<file path="src/rtl/paged_read_pkg.sv">
package paged_read_pkg;

  localparam logic [7:0] OPC_RD_EDGE = 8'hA5;
  localparam logic [7:0] OPC_RD_POL  = 8'hC3;

  typedef enum logic [2:0] {
    ST_LOCK,
    ST_IDLE,
    ST_OPC,
    ST_ADDR,
    ST_DUMMY,
    ST_DATA
  } rdState_t;

  typedef struct packed {
    logic shiftIn;
    logic loadAddr;
    logic loadByte;
    logic shiftOut;
  } dpStrobe_t;

endpackage

</file>
<file path="src/rtl/paged_read_ctl.sv">
module paged_read_ctl
  import paged_read_pkg::*;
#(
  parameter int ADDR_BITS  = 24,
  parameter int DUMMY_EDGE = 32,
  parameter int DUMMY_POL  = 32
) (
  input  logic       clk,
  input  logic       rstN,
  input  logic       csN,
  input  logic       sck,
  input  logic [7:0] opcodeNext,
  output dpStrobe_t  strobe,
  output logic       soEn,
  output logic       catPol
);

  localparam int MAX_AD  = (ADDR_BITS > DUMMY_EDGE) ? ADDR_BITS : DUMMY_EDGE;
  localparam int MAXC    = (MAX_AD > DUMMY_POL) ? MAX_AD : DUMMY_POL;
  localparam int CNT_W   = $clog2(MAXC + 1);
  localparam logic [CNT_W-1:0] OPC_LAST  = CNT_W'(7);
  localparam logic [CNT_W-1:0] ADDR_LAST = CNT_W'(ADDR_BITS - 1);
  localparam logic [CNT_W-1:0] EDGE_LAST = CNT_W'((DUMMY_EDGE > 0) ? DUMMY_EDGE - 1 : 0);
  localparam logic [CNT_W-1:0] POL_LAST  = CNT_W'((DUMMY_POL > 0) ? DUMMY_POL - 1 : 0);
  localparam logic EDGE_NONE = (DUMMY_EDGE == 0);
  localparam logic POL_NONE  = (DUMMY_POL == 0);

  rdState_t         state;
  logic [CNT_W-1:0] cnt;
  logic [2:0]       bitIdx;
  logic             sckQ;
  logic             sckRise;
  logic             sckFall;
  logic             outEdge;
  logic             dummyNone;
  logic [CNT_W-1:0] dummyLast;

  always_comb begin
    sckRise   = sck & ~sckQ;
    sckFall   = ~sck & sckQ;
    outEdge   = catPol ? sckRise : sckFall;
    dummyLast = catPol ? POL_LAST : EDGE_LAST;
    dummyNone = catPol ? POL_NONE : EDGE_NONE;
    strobe    = '0;
    if (!csN) begin
      strobe.shiftIn  = sckRise && (state == ST_OPC || state == ST_ADDR);
      strobe.loadAddr = sckRise && (state == ST_ADDR) && (cnt == ADDR_LAST);
      strobe.loadByte = outEdge && (state == ST_DATA) && (bitIdx == 3'd0);
      strobe.shiftOut = outEdge && (state == ST_DATA) && (bitIdx != 3'd0);
    end
  end

  assign soEn = (state == ST_DATA);

  always_ff @(posedge clk or negedge rstN) begin
    if (!rstN) begin
      state  <= ST_LOCK;
      cnt    <= '0;
      bitIdx <= '0;
      sckQ   <= 1'b0;
      catPol <= 1'b0;
    end else begin
      sckQ <= sck;
      if (csN) begin
        state  <= ST_IDLE;
        cnt    <= '0;
        bitIdx <= '0;
      end else begin
        case (state)
          ST_IDLE: begin
            state <= ST_OPC;
            cnt   <= '0;
          end
          ST_OPC: if (sckRise) begin
            if (cnt == OPC_LAST) begin
              cnt <= '0;
              if (opcodeNext == OPC_RD_EDGE) begin
                catPol <= 1'b0;
                state  <= ST_ADDR;
              end else if (opcodeNext == OPC_RD_POL) begin
                catPol <= 1'b1;
                state  <= ST_ADDR;
              end else begin
                state <= ST_LOCK;
              end
            end else begin
              cnt <= cnt + 1'b1;
            end
          end
          ST_ADDR: if (sckRise) begin
            if (cnt == ADDR_LAST) begin
              cnt    <= '0;
              bitIdx <= '0;
              state  <= dummyNone ? ST_DATA : ST_DUMMY;
            end else begin
              cnt <= cnt + 1'b1;
            end
          end
          ST_DUMMY: if (sckRise) begin
            if (cnt == dummyLast) begin
              cnt   <= '0;
              state <= ST_DATA;
            end else begin
              cnt <= cnt + 1'b1;
            end
          end
          ST_DATA: if (outEdge) bitIdx <= bitIdx + 1'b1;
          default: ;
        endcase
      end
    end
  end

endmodule

</file>
<file path="src/rtl/paged_read_dp.sv">
module paged_read_dp
  import paged_read_pkg::*;
#(
  parameter int PAGE_W     = 12,
  parameter int BYTE_W     = 10,
  parameter int PAGE_BYTES = 528
) (
  input  logic              clk,
  input  logic              rstN,
  input  logic              si,
  input  dpStrobe_t         strobe,
  output logic [7:0]        opcodeNext,
  output logic              soData,
  output logic [PAGE_W-1:0] pageCnt,
  output logic [BYTE_W-1:0] byteCnt
);

  localparam int FIELD_W = PAGE_W + BYTE_W;
  localparam logic [BYTE_W-1:0] BYTE_LAST = BYTE_W'(PAGE_BYTES - 1);

  logic [FIELD_W-2:0] shiftReg;
  logic [FIELD_W-1:0] shiftNext;
  logic [7:0]         outShift;
  logic [7:0]         memByte;

  always_comb begin
    shiftNext  = {shiftReg, si};
    opcodeNext = shiftNext[7:0];
    memByte    = (pageCnt[7:0] + byteCnt[7:0] + {byteCnt[6:0], 1'b0})
               ^ {pageCnt[11:8], 2'b00, byteCnt[9:8]};
  end

  assign soData = outShift[7];

  always_ff @(posedge clk or negedge rstN) begin
    if (!rstN) begin
      shiftReg <= '0;
      pageCnt  <= '0;
      byteCnt  <= '0;
      outShift <= '0;
    end else begin
      if (strobe.shiftIn) shiftReg <= shiftNext[FIELD_W-2:0];
      if (strobe.loadAddr) begin
        {pageCnt, byteCnt} <= shiftNext;
      end else if (strobe.loadByte) begin
        outShift <= memByte;
        if (byteCnt >= BYTE_LAST) begin
          byteCnt <= '0;
          pageCnt <= pageCnt + 1'b1;
        end else begin
          byteCnt <= byteCnt + 1'b1;
        end
      end else if (strobe.shiftOut) begin
        outShift <= {outShift[6:0], 1'b0};
      end
    end
  end

endmodule

</file>
<file path="src/rtl/paged_flash_reader.sv">
module paged_flash_reader
  import paged_read_pkg::*;
#(
  parameter int PAGE_W     = 12,
  parameter int PAGE_BYTES = 528,
  parameter int ADDR_BITS  = 24,
  parameter int DUMMY_EDGE = 32,
  parameter int DUMMY_POL  = 32
) (
  input  logic clk,
  input  logic rstN,
  input  logic csN,
  input  logic sck,
  input  logic si,
  output logic soData,
  output logic soEn
);

  localparam int BYTE_W = $clog2(PAGE_BYTES);

  dpStrobe_t         strobe;
  logic [7:0]        opcodeNext;
  logic              catPol;
  logic              byteLoad;
  logic [PAGE_W-1:0] pageCnt;
  logic [BYTE_W-1:0] byteCnt;

  assign byteLoad = strobe.loadByte;

  paged_read_ctl #(
    .ADDR_BITS (ADDR_BITS),
    .DUMMY_EDGE(DUMMY_EDGE),
    .DUMMY_POL (DUMMY_POL)
  ) u_ctl (
    .clk       (clk),
    .rstN      (rstN),
    .csN       (csN),
    .sck       (sck),
    .opcodeNext(opcodeNext),
    .strobe    (strobe),
    .soEn      (soEn),
    .catPol    (catPol)
  );

  paged_read_dp #(
    .PAGE_W    (PAGE_W),
    .BYTE_W    (BYTE_W),
    .PAGE_BYTES(PAGE_BYTES)
  ) u_dp (
    .clk       (clk),
    .rstN      (rstN),
    .si        (si),
    .strobe    (strobe),
    .opcodeNext(opcodeNext),
    .soData    (soData),
    .pageCnt   (pageCnt),
    .byteCnt   (byteCnt)
  );

endmodule

</file>
<file path="config.mk">
export PLATFORM = sky130hd
export DESIGN_NAME = paged_flash_reader
export DESIGN_NICKNAME = d
export VERILOG_FILES = /design/src/rtl/paged_read_pkg.sv /design/src/rtl/paged_read_ctl.sv /design/src/rtl/paged_read_dp.sv /design/src/rtl/paged_flash_reader.sv
export SDC_FILE = /design/constraint.sdc
export NUM_CORES = 1
export LEC_CHECK = 0
export BUFFER_PORTS_ARGS = -buffer_cell sky130_fd_sc_hd__buf_2
export CORE_MARGIN = 3
export CORE_UTILIZATION = 60
export DETAILED_ROUTE_END_ITERATION = 10
export HOLD_SLACK_MARGIN = 0.12
export MAX_ROUTING_LAYER = met4
export PLACE_DENSITY_LB_ADDON = 0.25
export SLEW_MARGIN = 15
export SYNTH_ARGS = -nofsm -noshare
export SYNTH_HDL_FRONTEND = slang
export SYNTH_SLANG_ARGS = --single-unit
</file>
<file path="constraint.sdc">
create_clock -name clk -period 4.4 [get_ports clk]
set_input_delay 0 -clock clk [delete_from_list [all_inputs] [get_ports clk]]
set_output_delay 0 -clock clk [all_outputs]
set_load 0.02 [all_outputs]
</file>
**Yosys cells after proc, flatten, opt, wreduce, memory -nomap -nowiden**

Index checks and enable logic that the tools add are counted.

- Bits in registers: 65
- Bits of input ports: 5
- Output and inout bits: 2
- Logic and storage cells: 96

- Add/sub/neg operators: 6
- Magnitude comparators: 1
- Equality and inequality tests: 17
- Mux-type cells: 35
- Bitwise operators: 7
- Reductions and logical operators: 21

Operator list:

| operator | number |
|---|---|
| $mux 6 | 7 |
| $mux 12 | 3 |
| $mux 3 | 12 |
| $mux 10 | 3 |
| $pmux 6 s4 | 1 |
| $add 8x8->8 | 2 |
| $eq 8x8->1 const B | 2 |
| $mux 8 | 2 |
| $ne 3x2->1 const B | 5 |
| $add 12x1->12 const B | 1 |
| $eq 6x5->1 const B | 2 |
| $pmux 3 s4 | 1 |
| $add 10x1->10 const B | 1 |
| $ge 10x10->1 const B | 1 |
| $reduce_and 4->1 | 2 |
| $reduce_bool 2->1 | 4 |
| $xor 8x8->8 | 1 |
| $reduce_and 7->1 | 1 |
| $add 6x1->6 const B | 1 |
| $eq 3x2->1 const B | 2 |
| $eq 3x3->1 const B | 2 |
| $eq 6x3->1 const B | 1 |
| $logic_and 1x1->1 | 6 |
| $ne 3x3->1 const B | 2 |
| 14 further kinds | 22 |

**Depth between registers and ports, before layout**

Gate-level depths: netlist of run 1.

- Depth after elaboration: 8
- Mapped depth: 8
- Gate-level depth less buffers: 8

**By module**

Synthesis of run 1 repeated with hierarchy kept, for this count alone.

- Cells, all modules: 380
- Area, all modules: 4005.1 µm²

Modules (own cells, without submodules):

| module | times used | cells each | area each (µm²) | sequential area each (µm²) |
|---|---|---|---|---|
| paged_read_dp | 1 | 271 | 3005.4 | 1276.2 |
| paged_read_ctl | 1 | 109 | 999.7 | 350.3 |

**Worst setup path after synthesis of run 1**

OpenSTA, ideal clock, no wires.

- Kind: register to register
- From: register u_dp.byteCnt[0]
- To: register u_dp.outShift[7]
- Setup time: 128 ps
- Arrival time: 2248 ps
- Required time: 4272 ps
- Slack: 2024 ps
- Stages on the path, launching flop included: 9
- Buffers on the path: 0
- Clock period less this slack: 2376 ps
- Cells stage by stage: dfrtp_1 > fa_1 > ha_1 > fa_1 > a21o_1 > a21oi_1 > o21ai_0 > xnor2_1 > o21ai_0

- Longest elaborated chain between the ends: 4

RTL lines:

| what | line | text |
|---|---|---|
| start, declared | paged_read_dp.sv:15 | `output logic [BYTE_W-1:0] byteCnt` |
| start signal, assigned | paged_read_dp.sv:44 | `{pageCnt, byteCnt} <= shiftNext;` |
| start signal, assigned | paged_read_dp.sv:51 | `byteCnt <= byteCnt + 1'b1;` |
| $add 8x8->8 | paged_read_dp.sv:29 | `memByte = (pageCnt[7:0] + byteCnt[7:0] + {byteCnt[6:0], 1'b0})` |
| $add 8x8->8 (*) | paged_read_dp.sv:29 |  |
| $xor 8x8->8 (*) | paged_read_dp.sv:30 | `^ {pageCnt[11:8], 2'b00, byteCnt[9:8]};` |
| $mux 8 (*) | paged_read_dp.sv:45 | `end else if (strobe.loadByte) begin` |
| end signal, assigned | paged_read_dp.sv:46 | `outShift <= memByte;` |
| end signal, assigned | paged_read_dp.sv:54 | `outShift <= {outShift[6:0], 1'b0};` |
| end, declared | paged_read_dp.sv:23 | `logic [7:0] outShift;` |

Every way passes the cells marked *; elsewhere a longest branch is shown, timed or not.
A chain may end at the register's enable or synchronous reset.

**Worst setup path in the final report of run 1**

- From: register u_ctl.state[1]
- To: register u_dp.byteCnt[9]

- Longest elaborated chain between the ends: 5
- Elaborated cells between the ends (all ways): 9
- Those cells by class: 2 x eq/ne; 2 x mux; 5 x reduce/logical

RTL lines:

| what | line | text |
|---|---|---|
| start, declared | paged_read_ctl.sv:28 | `rdState_t state;` |
| start signal, assigned | paged_read_ctl.sv:94 | `state <= dummyNone ? ST_DATA : ST_DUMMY;` |
| $eq 3x2->1 / $eq 3x3->1 (equally long branches) | paged_read_ctl.sv:47, paged_read_ctl.sv:48 |  |
| $logic_and 1x1->1 (on tied branches) (2 in a row) | paged_read_ctl.sv:47, paged_read_ctl.sv:48 |  |
| $mux 4 (*) | paged_read_ctl.sv:45 | `if (!csN) begin` |
| $mux 10 / $reduce_bool 2->1 (equally long branches) | n/a |  |

Marks and branches as above.

==> results of run 1 <==
-- per-stage QoR --
step,std cells,util,hold slack (ns)
finish,483,0.672,0.354
global route,483,0.672,0.393
CTS,483,0.672,0.355
detailed placement,463,0.635,0.191
global placement,463,0.635,0.189
floorplan,394,-,-0.296
-- state kept, by name (all words and copies together) (netlist names) --
signal,flops
u_ctl.bitIdx,3
u_ctl.catPol,1
u_ctl.cnt,6
u_ctl.sckQ,1
u_ctl.state,3
u_dp.byteCnt,10
u_dp.outShift,8
u_dp.pageCnt,12
u_dp.shiftReg,21
-- power by group --
group | internal (mW) | switching (mW) | total, mW
registers | 0.650 | 0.0810 | 0.731
logic | 0.125 | 0.144 | 0.270
clock network | 0.263 | 0.244 | 0.507
-- logic make-up (layout without fill, tap and decap cells) --
logic type / Yosys count / count (layout)
flops: 65 / 65
simple gates: 136 / 136
buf+inv: 29 / 41
mux: 29 / 29
fa+ha+maj: 28 / 28
compound gates: 89 / 89
xor+xnor: 18 / 18
-- area by class of cell --
type / instances / area [um^2]
Multi-Input combinational cell: 300 / 2230
Fill cell: 506 / 2100
Sequential cell: 65 / 1630
Clock buffer: 10 / 128
Tap cell: 77 / 96.3
Timing Repair Buffer: 13 / 92.6
Clock inverter: 6 / 68.8
Inverter: 12 / 45.0
-- worst reg2reg max path, cell delays in order (launching register included) --
cell	delay (ns)
dfrtp_1	0.53
nor3b_1	0.41
and4_1	0.84
nor2_1	0.27
a21o_1	0.23
a221o_1	0.29
-- per-layer routing --
metal / wire (um) / global-route usage / share of wire
met5: 0 / - / 0
met4: 88 / 0.0697 / 0.011
met3: 269 / 0.0677 / 0.034
met2: 3960 / 0.392 / 0.50
met1: 3680 / 0.302 / 0.46
-- worst paths after layout --
path                                           endpoint  slack, ns  depth (start not counted)
max in group asynchronous   u_dp.byteCnt[0]$_DFFE_PN0P_       3.51                          3
setup / recovery            u_dp.byteCnt[9]$_DFFE_PN0P_       1.73                          5
setup reg to reg            u_dp.byteCnt[9]$_DFFE_PN0P_       1.73                          5
hold reg to reg            u_dp.outShift[4]$_DFFE_PN0P_       0.48                          2
min in group clk                   u_ctl.sckQ$_DFF_PN0_       0.38                          2
hold / removal             u_dp.outShift[3]$_DFFE_PN0P_       0.35                          3
-- cell usage after synthesis (7+ instances only) --
| library cell | number | share of area |
|---|---|---|
| a21oi_1 | 21 | 0.026 |
| clkbuf_1 | 7 | 0.0066 |
| dfrtp_1 | 65 | 0.41 |
| fa_1 | 7 | 0.035 |
| ha_1 | 21 | 0.066 |
| inv_1 | 12 | 0.011 |
| mux2_2 | 23 | 0.065 |
| nand2_1 | 50 | 0.047 |
| nand3_1 | 9 | 0.011 |
| nor2_1 | 15 | 0.014 |
| nor3_1 | 13 | 0.016 |
| o21ai_0 | 20 | 0.025 |
| xnor2_1 | 13 | 0.029 |
==> flow_summary.yaml, run 1 <==
floorplanning:
  fp.dieH_um: 87.6
  start_util: 0.625
  die_area_um2: 7670
  core_region_area_um2: 6390
  io_pins: 7
  die_x_um: 87.6
  rows: 29
route:
  drtAntennaViolNets: 0
  via_per_inst: 6.14
  drtIter0Drc: 163
  drt_wl_total_um: 8000
  route.detailed.wl_per_inst_um: 16.6
  vias: 2966
  drt-pass1-iter-count: 4
  drc: 0
synthesis:
  synth_async_sr_flop_share: 1.00
  syn_area_per_cell_um2: 10.1
  synth_mux_area_frac: 0.0799
  syn_inst: 394
  synth-main-ff-cell: "dfrtp_1"
  synth_area_um2: 3990
  yosys_warnings: 0
  synth-simple-area-share: 0.184
  synth_adder_area_share: 0.101
  synth_xor_area_frac: 0.0395
  synth_edf_count: 0
  synthesis.nets: 427
  synthDistinctLibCells: 63
  synth_top_family_by_area: "simple AND/OR/NAND/NOR gates"
  synth_compound_area_frac: 0.155
  yosysSeqAreaShare: 0.407
  synth_seq_cells: 65
worst_setup_path:
  cp.required_ns: 4.64
  worstSetupPathType: "reg -> reg"
  r2r_start: "u_ctl.state[1]$_DFFE_PN0P_"
  slowest_delay_ns: 0.84
  crit_path_end_kind: "flop"
  cp_max_fo: 22
  crit_family: "simple AND/OR/NAND/NOR gates"
  crit_chain: "nor3b_1, and4_1, nor2_1, a21o_1, a221o_1"
  startpoint: "u_ctl.state[1]$_DFFE_PN0P_"
  critical_path_arrival_ns: 2.92
  worst-path-buf-inv: 0
  critPathLaunchType: "flop"
  crit_slowest_cell: "and4_1"
clock_tree:
  numClockSinks: 65
  cts_tree: "built"
  post_cts_buffers: 0
  clock_latency_ns: 0.36
  cts_buffer_depth: 2
  clk_pin_slew_ns: 0.07
  htree_levels: 3
  post_cts_resized: 0
  cts_root_buffer: "clkbuf_8"
  hold_buffers: 4
  numCtsBuffers: 9
final_layout:
  design_area_um2: 4290
  final_common_cell: "dfrtp_1"
  drive_above_1_share: 0.135
  finalNetCount: 434
  syn2layout_area_growth_pct: 7.42
  mostFrequentLayoutCells: "dfrtp_1, nand2_1, mux2_2, a21oi_1, ha_1"
  antenna_cells: 0
timing:
  tns_ns: 0
  setup_ws_ns: 1.73
  final.min_clock_period_ns: 2.67
  fmax_mhz: 374
  clock_skew_ns: 0.00904
  rsz0062_at_grt: "no"
  hold_violations: 0
  slew_viol_final: 0
  finalSetupViolations: 0
  tightest_slew_ns: 0.883
  fin_crit_sh: 0.608
  slew_headroom: 0.410
placement:
  gp_congestion: 0.893
  place_area_um2: 4050
  io_buffer_count: 6
  place_hpwl_um: 5660
  pre_cts_ws_ns: 1.80
job:
  max_cap_violations: 0
global_routing:
  grt_max_degree: 66
  grt_pass1_vias: 3002
  overflow: 0
  grt_pass1_wl_um: 14200
  antenna_found_initial: 0
  track_usage: 0.244
power:
  peakVddDrop_uv: 254
  power_density_nw_per_um2: 351
  p_total_mw: 1.51
  power.leakage_nw: 2.04
hold_path:
  hold_class: "in -> async"
run_status:
  status: "finished, final reports clean"
(Power assumes the default switching activity.)
==> run 2, diff against run 1 <==
ABC_AREA = 1   (was not set)
clock period = 2.5 ns   (was 4.4 ns; I/O delays follow)
==> flow_summary.yaml, run 2 <==
global_routing:
  track_usage: 0.243
  grt_pass1_wl_um: 15700
  grt_max_degree: 38
  grt_pass1_vias: 3447
  antenna_found_initial: 0
  overflow: 0
worst_setup_path:
  crit_chain: "fa_1, ha_1, fa_1, nand2_1, nand2_1, nand2_1, xor2_1, nor2_1, o21ai_0"
  cp.required_ns: 2.76
  slowest_delay_ns: 0.50
  r2r_start: "u_dp.byteCnt[0]$_DFFE_PN0P_"
  critical_path_arrival_ns: 2.53
  r2r_cells: 9
  crit_top_cell: "nand2_1"
  crit_slowest_cell: "fa_1"
  startpoint: "u_dp.byteCnt[0]$_DFFE_PN0P_"
  worstSetupPathType: "reg -> reg"
  cp_max_fo: 6
  worst-path-buf-inv: 0
  crit_family: "adder cells"
  cp.depth: 9
  crit_path_end_kind: "flop"
  critPathLaunchType: "flop"
synthesis:
  synth.area.top_cells: "dfrtp_1, nand2_1, ha_1"
  synth_area_um2: 4300
  syn_area_per_cell_um2: 7.57
  yosysMostFrequentCell: "nand2_1"
  synth_async_sr_flop_share: 1.00
  synth_edf_count: 0
  synth_seq_cells: 65
  yosys_warnings: 0
  synth_top_area_frac: 0.378
  yosysSeqAreaShare: 0.378
  synth_common_cells: "nand2_1, inv_1, dfrtp_1"
  yosys.area.top_type: "dfrtp_1"
  syn_inst: 568
  synth-main-ff-cell: "dfrtp_1"
  synthesis.nets: 601
  synthDistinctLibCells: 30
floorplanning:
  die_area_um2: 8220
  core_region_area_um2: 6870
  start_util: 0.626
  die_x_um: 90.7
  io_pins: 7
  fp.dieH_um: 90.7
  rows: 30
run_status:
  status: "finished, final reports clean"
route:
  drt-pass1-iter-count: 5
  drtAntennaViolNets: 0
  via_per_inst: 5.29
  drc: 0
  drt_wl_total_um: 9030
  drtIter0Drc: 222
  route.detailed.wl_per_inst_um: 13.2
  vias: 3626
timing:
  finalSetupViolations: 0
  setup_ws_ns: 0.227
  tns_ns: 0
  slew_viol_final: 0
  fmax_mhz: 440
  clock_skew_ns: 0.0105
  final.min_clock_period_ns: 2.27
  tightest_slew_ns: 0.720
  fin_crit_sh: 0.909
  slew_headroom: 0.520
  rsz0062_at_grt: "no"
  hold_violations: 0
clock_tree:
  htree_levels: 3
  post_cts_resized: 0
  cts_root_buffer: "clkbuf_8"
  clock_latency_ns: 0.34
  clk_pin_slew_ns: 0.08
  cts_tree: "built"
  numClockSinks: 65
  numCtsBuffers: 9
  cts_buffer_depth: 2
final_layout:
  syn2layout_area_growth_pct: 8.58
  largestRegisters: "u_dp.shiftReg: 21 flops, u_dp.pageCnt: 12 flops, u_dp.byteCnt: 10 flops"
  finalNetCount: 617
  fillerInstances: 603
  design_area_um2: 4670
  fin_cells: 685
  mostFrequentLayoutCells: "nand2_1, inv_1, dfrtp_1, nand3_1, nor2_1"
  largest_register_ffs: 21
  final_common_cell: "nand2_1"
  max_flop_register: "u_dp.shiftReg"
  antenna_cells: 0
  drive_above_1_share: 0.0934
power:
  internal-power_mw: 1.88
  peakVddDrop_uv: 474
  pwr-share-seq: 0.479
  p_clk_frac: 0.301
  pwr-share-comb: 0.220
  switching_power_uw: 981
  power_density_nw_per_um2: 613
  switching_share: 0.342
  power.leakage_nw: 2.57
hold_path:
  hold_class: "in -> async"
placement:
  gp_congestion: 0.925
  pre_cts_ws_ns: 0.222
  place_area_um2: 4440
  dp.cells: 665
  place_hpwl_um: 6680
  io_buffer_count: 6
job:
  max_cap_violations: 0
run 2: path summary, 6_finish.rpt:
| check | to | slack, ns |
|---|---|---|
| setup / recovery | u_dp.outShift[5]$_DFFE_PN0P_ | 0.23 |
| hold / removal | u_dp.byteCnt[2]$_DFFE_PN0P_ | 0.24 |
| setup reg to reg | u_dp.outShift[5]$_DFFE_PN0P_ | 0.23 |
| hold reg to reg | u_dp.outShift[2]$_DFFE_PN0P_ | 0.49 |
| max in group asynchronous | u_dp.shiftReg[16]$_DFFE_PN0P_ | 1.61 |
| min in group clk | u_ctl.sckQ$_DFF_PN0_ | 0.37 |
run 2: kinds of logic (layout without fill, tap and decap cells):
logic type	count (synthesis)	in the layout	share of synthesized area
adder cells (fa/ha/maj)	28	28	0.0937
buffers and inverters	80	101	0.0750
AND/OR/NAND/NOR	323	323	0.334
multiplexers	10	10	0.0262
flip-flops	65	65	0.378
XOR/XNOR	21	21	0.0428
AO/OA/AOI/OAI	41	41	0.0500
run 2: repair_timing:
item / 4_1_cts / 5_1_grt
buffers inserted: 0 / 0
hold endpoints to repair: 32 / 0
hold buffers: 4 / 0
run 2: metrics by stage:
step | power (mW) | hold slack [ns] | util
after floorplan | 1.84 | -0.296 | -
after global placement | 1.98 | 0.0914 | 0.646
after detailed placement | 2.02 | 0.0918 | 0.646
after CTS | 2.88 | 0.255 | 0.680
after global routing | 3.05 | 0.302 | 0.680
final | 2.86 | 0.240 | 0.680
run 2: layer usage:
layer,vias to the layer above,share of wire,track usage
met1,1692,0.49,0.329
li1,1836,-,-
met4,0,0.027,0.0957
met2,80,0.45,0.368
met3,18,0.037,0.0383
met5,-,0,-
run 2: cell type report:
class / count / area, um^2 / share of cell area
multi-input cells: 423 / 2350 / 0.504
flip-flops and latches: 65 / 1630 / 0.348
inverters: 71 / 267 / 0.0571
clock buffers: 13 / 169 / 0.0362
well taps: 96 / 120 / 0.0257
repair buffers: 14 / 113 / 0.0241
clock inverters: 3 / 23.8 / 0.00509
run 2: power by group through the flow:
stage | Clock, mW | Sequential, mW | Combinational, mW
floorplan | 0 | 1.36 | 0.482
global placement | 0 | 1.38 | 0.603
detailed placement | 0 | 1.39 | 0.627
CTS | 0.877 | 1.37 | 0.636
global route | 0.916 | 1.39 | 0.737
finish | 0.861 | 1.37 | 0.631
==> run 3, diff against run 2 <==
--- a/config.mk
+++ b/config.mk
@@ -8,6 +8,8 @@
 export ABC_AREA = 1
 export BUFFER_PORTS_ARGS = -buffer_cell sky130_fd_sc_hd__buf_2
+export CELL_PAD_IN_SITES_DETAIL_PLACEMENT = 1
+export CELL_PAD_IN_SITES_GLOBAL_PLACEMENT = 2
 export CORE_MARGIN = 3
-export CORE_UTILIZATION = 60
+export CORE_UTILIZATION = 38
 export DETAILED_ROUTE_END_ITERATION = 10
 export HOLD_SLACK_MARGIN = 0.12
==> constraint.sdc (replaced) <==
create_clock -name clk -period 2.5 [get_ports clk]
set_input_delay 0.5 -clock clk [delete_from_list [all_inputs] [get_ports clk]]
set_output_delay 0.5 -clock clk [all_outputs]
set_load 0.02 [all_outputs]
==> flow_summary.yaml, run 3 (synthesized netlist as in run 2, its figures left out) <==
run_status:
  status: "finished, final reports clean"
worst_setup_path:
  r2r_cells: 10
  crit_chain: "fa_1, ha_1, fa_1, nand2_1, nand2_1, nand3_1, nand2_1, nand2_1, nand3_1, a21oi_1"
  worstSetupPathType: "reg -> reg"
  critPathLaunchType: "flop"
  r2r_start: "u_dp.byteCnt[0]$_DFFE_PN0P_"
  cp.required_ns: 2.76
  crit_top_cell: "nand2_1"
  rrSetupSlack_ns: 0.22
  critical_path_arrival_ns: 2.53
  slowest_delay_ns: 0.49
  cp_max_fo: 6
  crit_path_end_kind: "flop"
  crit_slowest_cell: "fa_1"
  reg2reg_to: "u_dp.outShift[7]$_DFFE_PN0P_"
final_layout:
  drive_above_1_share: 0.102
  fillerInstances: 1364
  mostFrequentLayoutCells: "nand2_1, inv_1, dfrtp_1, nand3_1, nor2_1"
  final_core_util: 0.442
  final_common_cell: "nand2_1"
  max_flop_register: "u_dp.shiftReg"
  syn2layout_area_growth_pct: 12.4
  seq_area_um2: 1630
  finalNetCount: 615
  largestRegisters: "u_dp.shiftReg: 21 flops, u_dp.pageCnt: 12 flops, u_dp.byteCnt: 10 flops"
  multi_input_area_um2: 2350
  largest_register_ffs: 21
  fin_cells: 727
  antenna_cells: 0
route:
  drtAntennaViolNets: 0
  vias: 3711
  via_per_inst: 5.10
  route.detailed.wl_per_inst_um: 15.4
  drt-pass1-iter-count: 4
  drc: 0
  drt_wl_total_um: 11200
  drtIter0Drc: 126
timing:
  clock_skew_ns: 0.00809
  holdWs_ns: 0.138
  tightest_slew_ns: 0.523
  slew_headroom: 0.651
  finalSetupViolations: 0
  final.min_clock_period_ns: 2.28
  fin_crit_sh: 0.910
  rsz0062_at_grt: "no"
  fmax_mhz: 440
  hold_violations: 0
  slew_viol_final: 0
  tns_ns: 0
  setup_ws_ns: 0.225
placement:
  gp_congestion: 0.795
  dp.cells: 711
  pre_cts_ws_ns: 0.196
  io_buffer_count: 6
  place_hpwl_um: 8740
global_routing:
  grt_pass1_wl_um: 19700
  antenna_found_initial: 0
  overflow: 0
  grt_max_degree: 47
  track_usage: 0.200
  grt_pass1_vias: 3933
floorplanning:
  rows: 38
  fp.dieH_um: 112
  core_region_area_um2: 10900
  io_pins: 7
  die_x_um: 112
  die_area_um2: 12600
  start_util: 0.393
clock_tree:
  cts_tree: "built"
  numCtsBuffers: 9
  cts_root_buffer: "clkbuf_16"
  clock_latency_ns: 0.34
  clk_pin_slew_ns: 0.06
  post_cts_buffers: 0
  cts_buffer_depth: 2
  htree_levels: 3
  numClockSinks: 65
power:
  power.leakage_nw: 2.62
  power_density_nw_per_um2: 700
  peakVddDrop_uv: 430
job:
  max_cap_violations: 0
hold_path:
  hold_class: "in -> async"
[run 3: worst max path at each step]
stage / from / to / slack [ns] / cells after the start
floorplan: u_dp.byteCnt[0]$_DFFE_PN0P_ / u_dp.outShift[5]$_DFFE_PN0P_ / 0.37 / 9
global placement: u_dp.byteCnt[0]$_DFFE_PN0P_ / u_dp.outShift[5]$_DFFE_PN0P_ / 0.24 / 9
detailed placement: u_dp.byteCnt[0]$_DFFE_PN0P_ / u_dp.outShift[7]$_DFFE_PN0P_ / 0.20 / 10
CTS: u_dp.byteCnt[0]$_DFFE_PN0P_ / u_dp.outShift[7]$_DFFE_PN0P_ / 0.18 / 10
global route: u_dp.byteCnt[0]$_DFFE_PN0P_ / u_dp.outShift[5]$_DFFE_PN0P_ / 0.05 / 9
finish: u_dp.byteCnt[0]$_DFFE_PN0P_ / u_dp.outShift[7]$_DFFE_PN0P_ / 0.22 / 10
[run 3: final cells by class]
class,count,share of cell area
multi-input cells,423,0.486
flip-flops and latches,65,0.337
clock buffers,13,0.0579
inverters,71,0.0551
well taps,140,0.0362
repair buffers,12,0.0181
clock inverters,3,0.00957
[run 3: routing by layer]
layer | GRT usage | routed length (um)
met3 | 0.0372 | 268
met5 | - | 0
met2 | 0.318 | 5370
met1 | 0.256 | 5320
met4 | 0.0745 | 265
[run 3: where the power goes]
| part | switching, mW | internal, mW |
|---|---|---|
| logic | 0.433 | 0.218 |
| clock network | 0.473 | 0.882 |
| registers | 0.160 | 1.22 |
[run 3: critical path: cells and delay by family (launching register included)]
kind / cells / cell delay [ns]
fa+ha+maj: 3 / 1.17
compound gates: 1 / 0.15
flops: 1 / 0.46
simple gates: 6 / 0.42
[run 3: through the flow]
stage	instance area [um^2]	power (mW)
finish	4840	3.39
global placement	4510	2.02
detailed placement	4510	2.06
CTS	4830	3.44
floorplan	4300	1.84
global route	4840	3.62
[run 3: timing repair]
item | 4_1_cts | 5_1_grt
resized for setup | 0 | 3
hold buffers | 0 | 0
endpoints found under the setup margin | 0 | 1
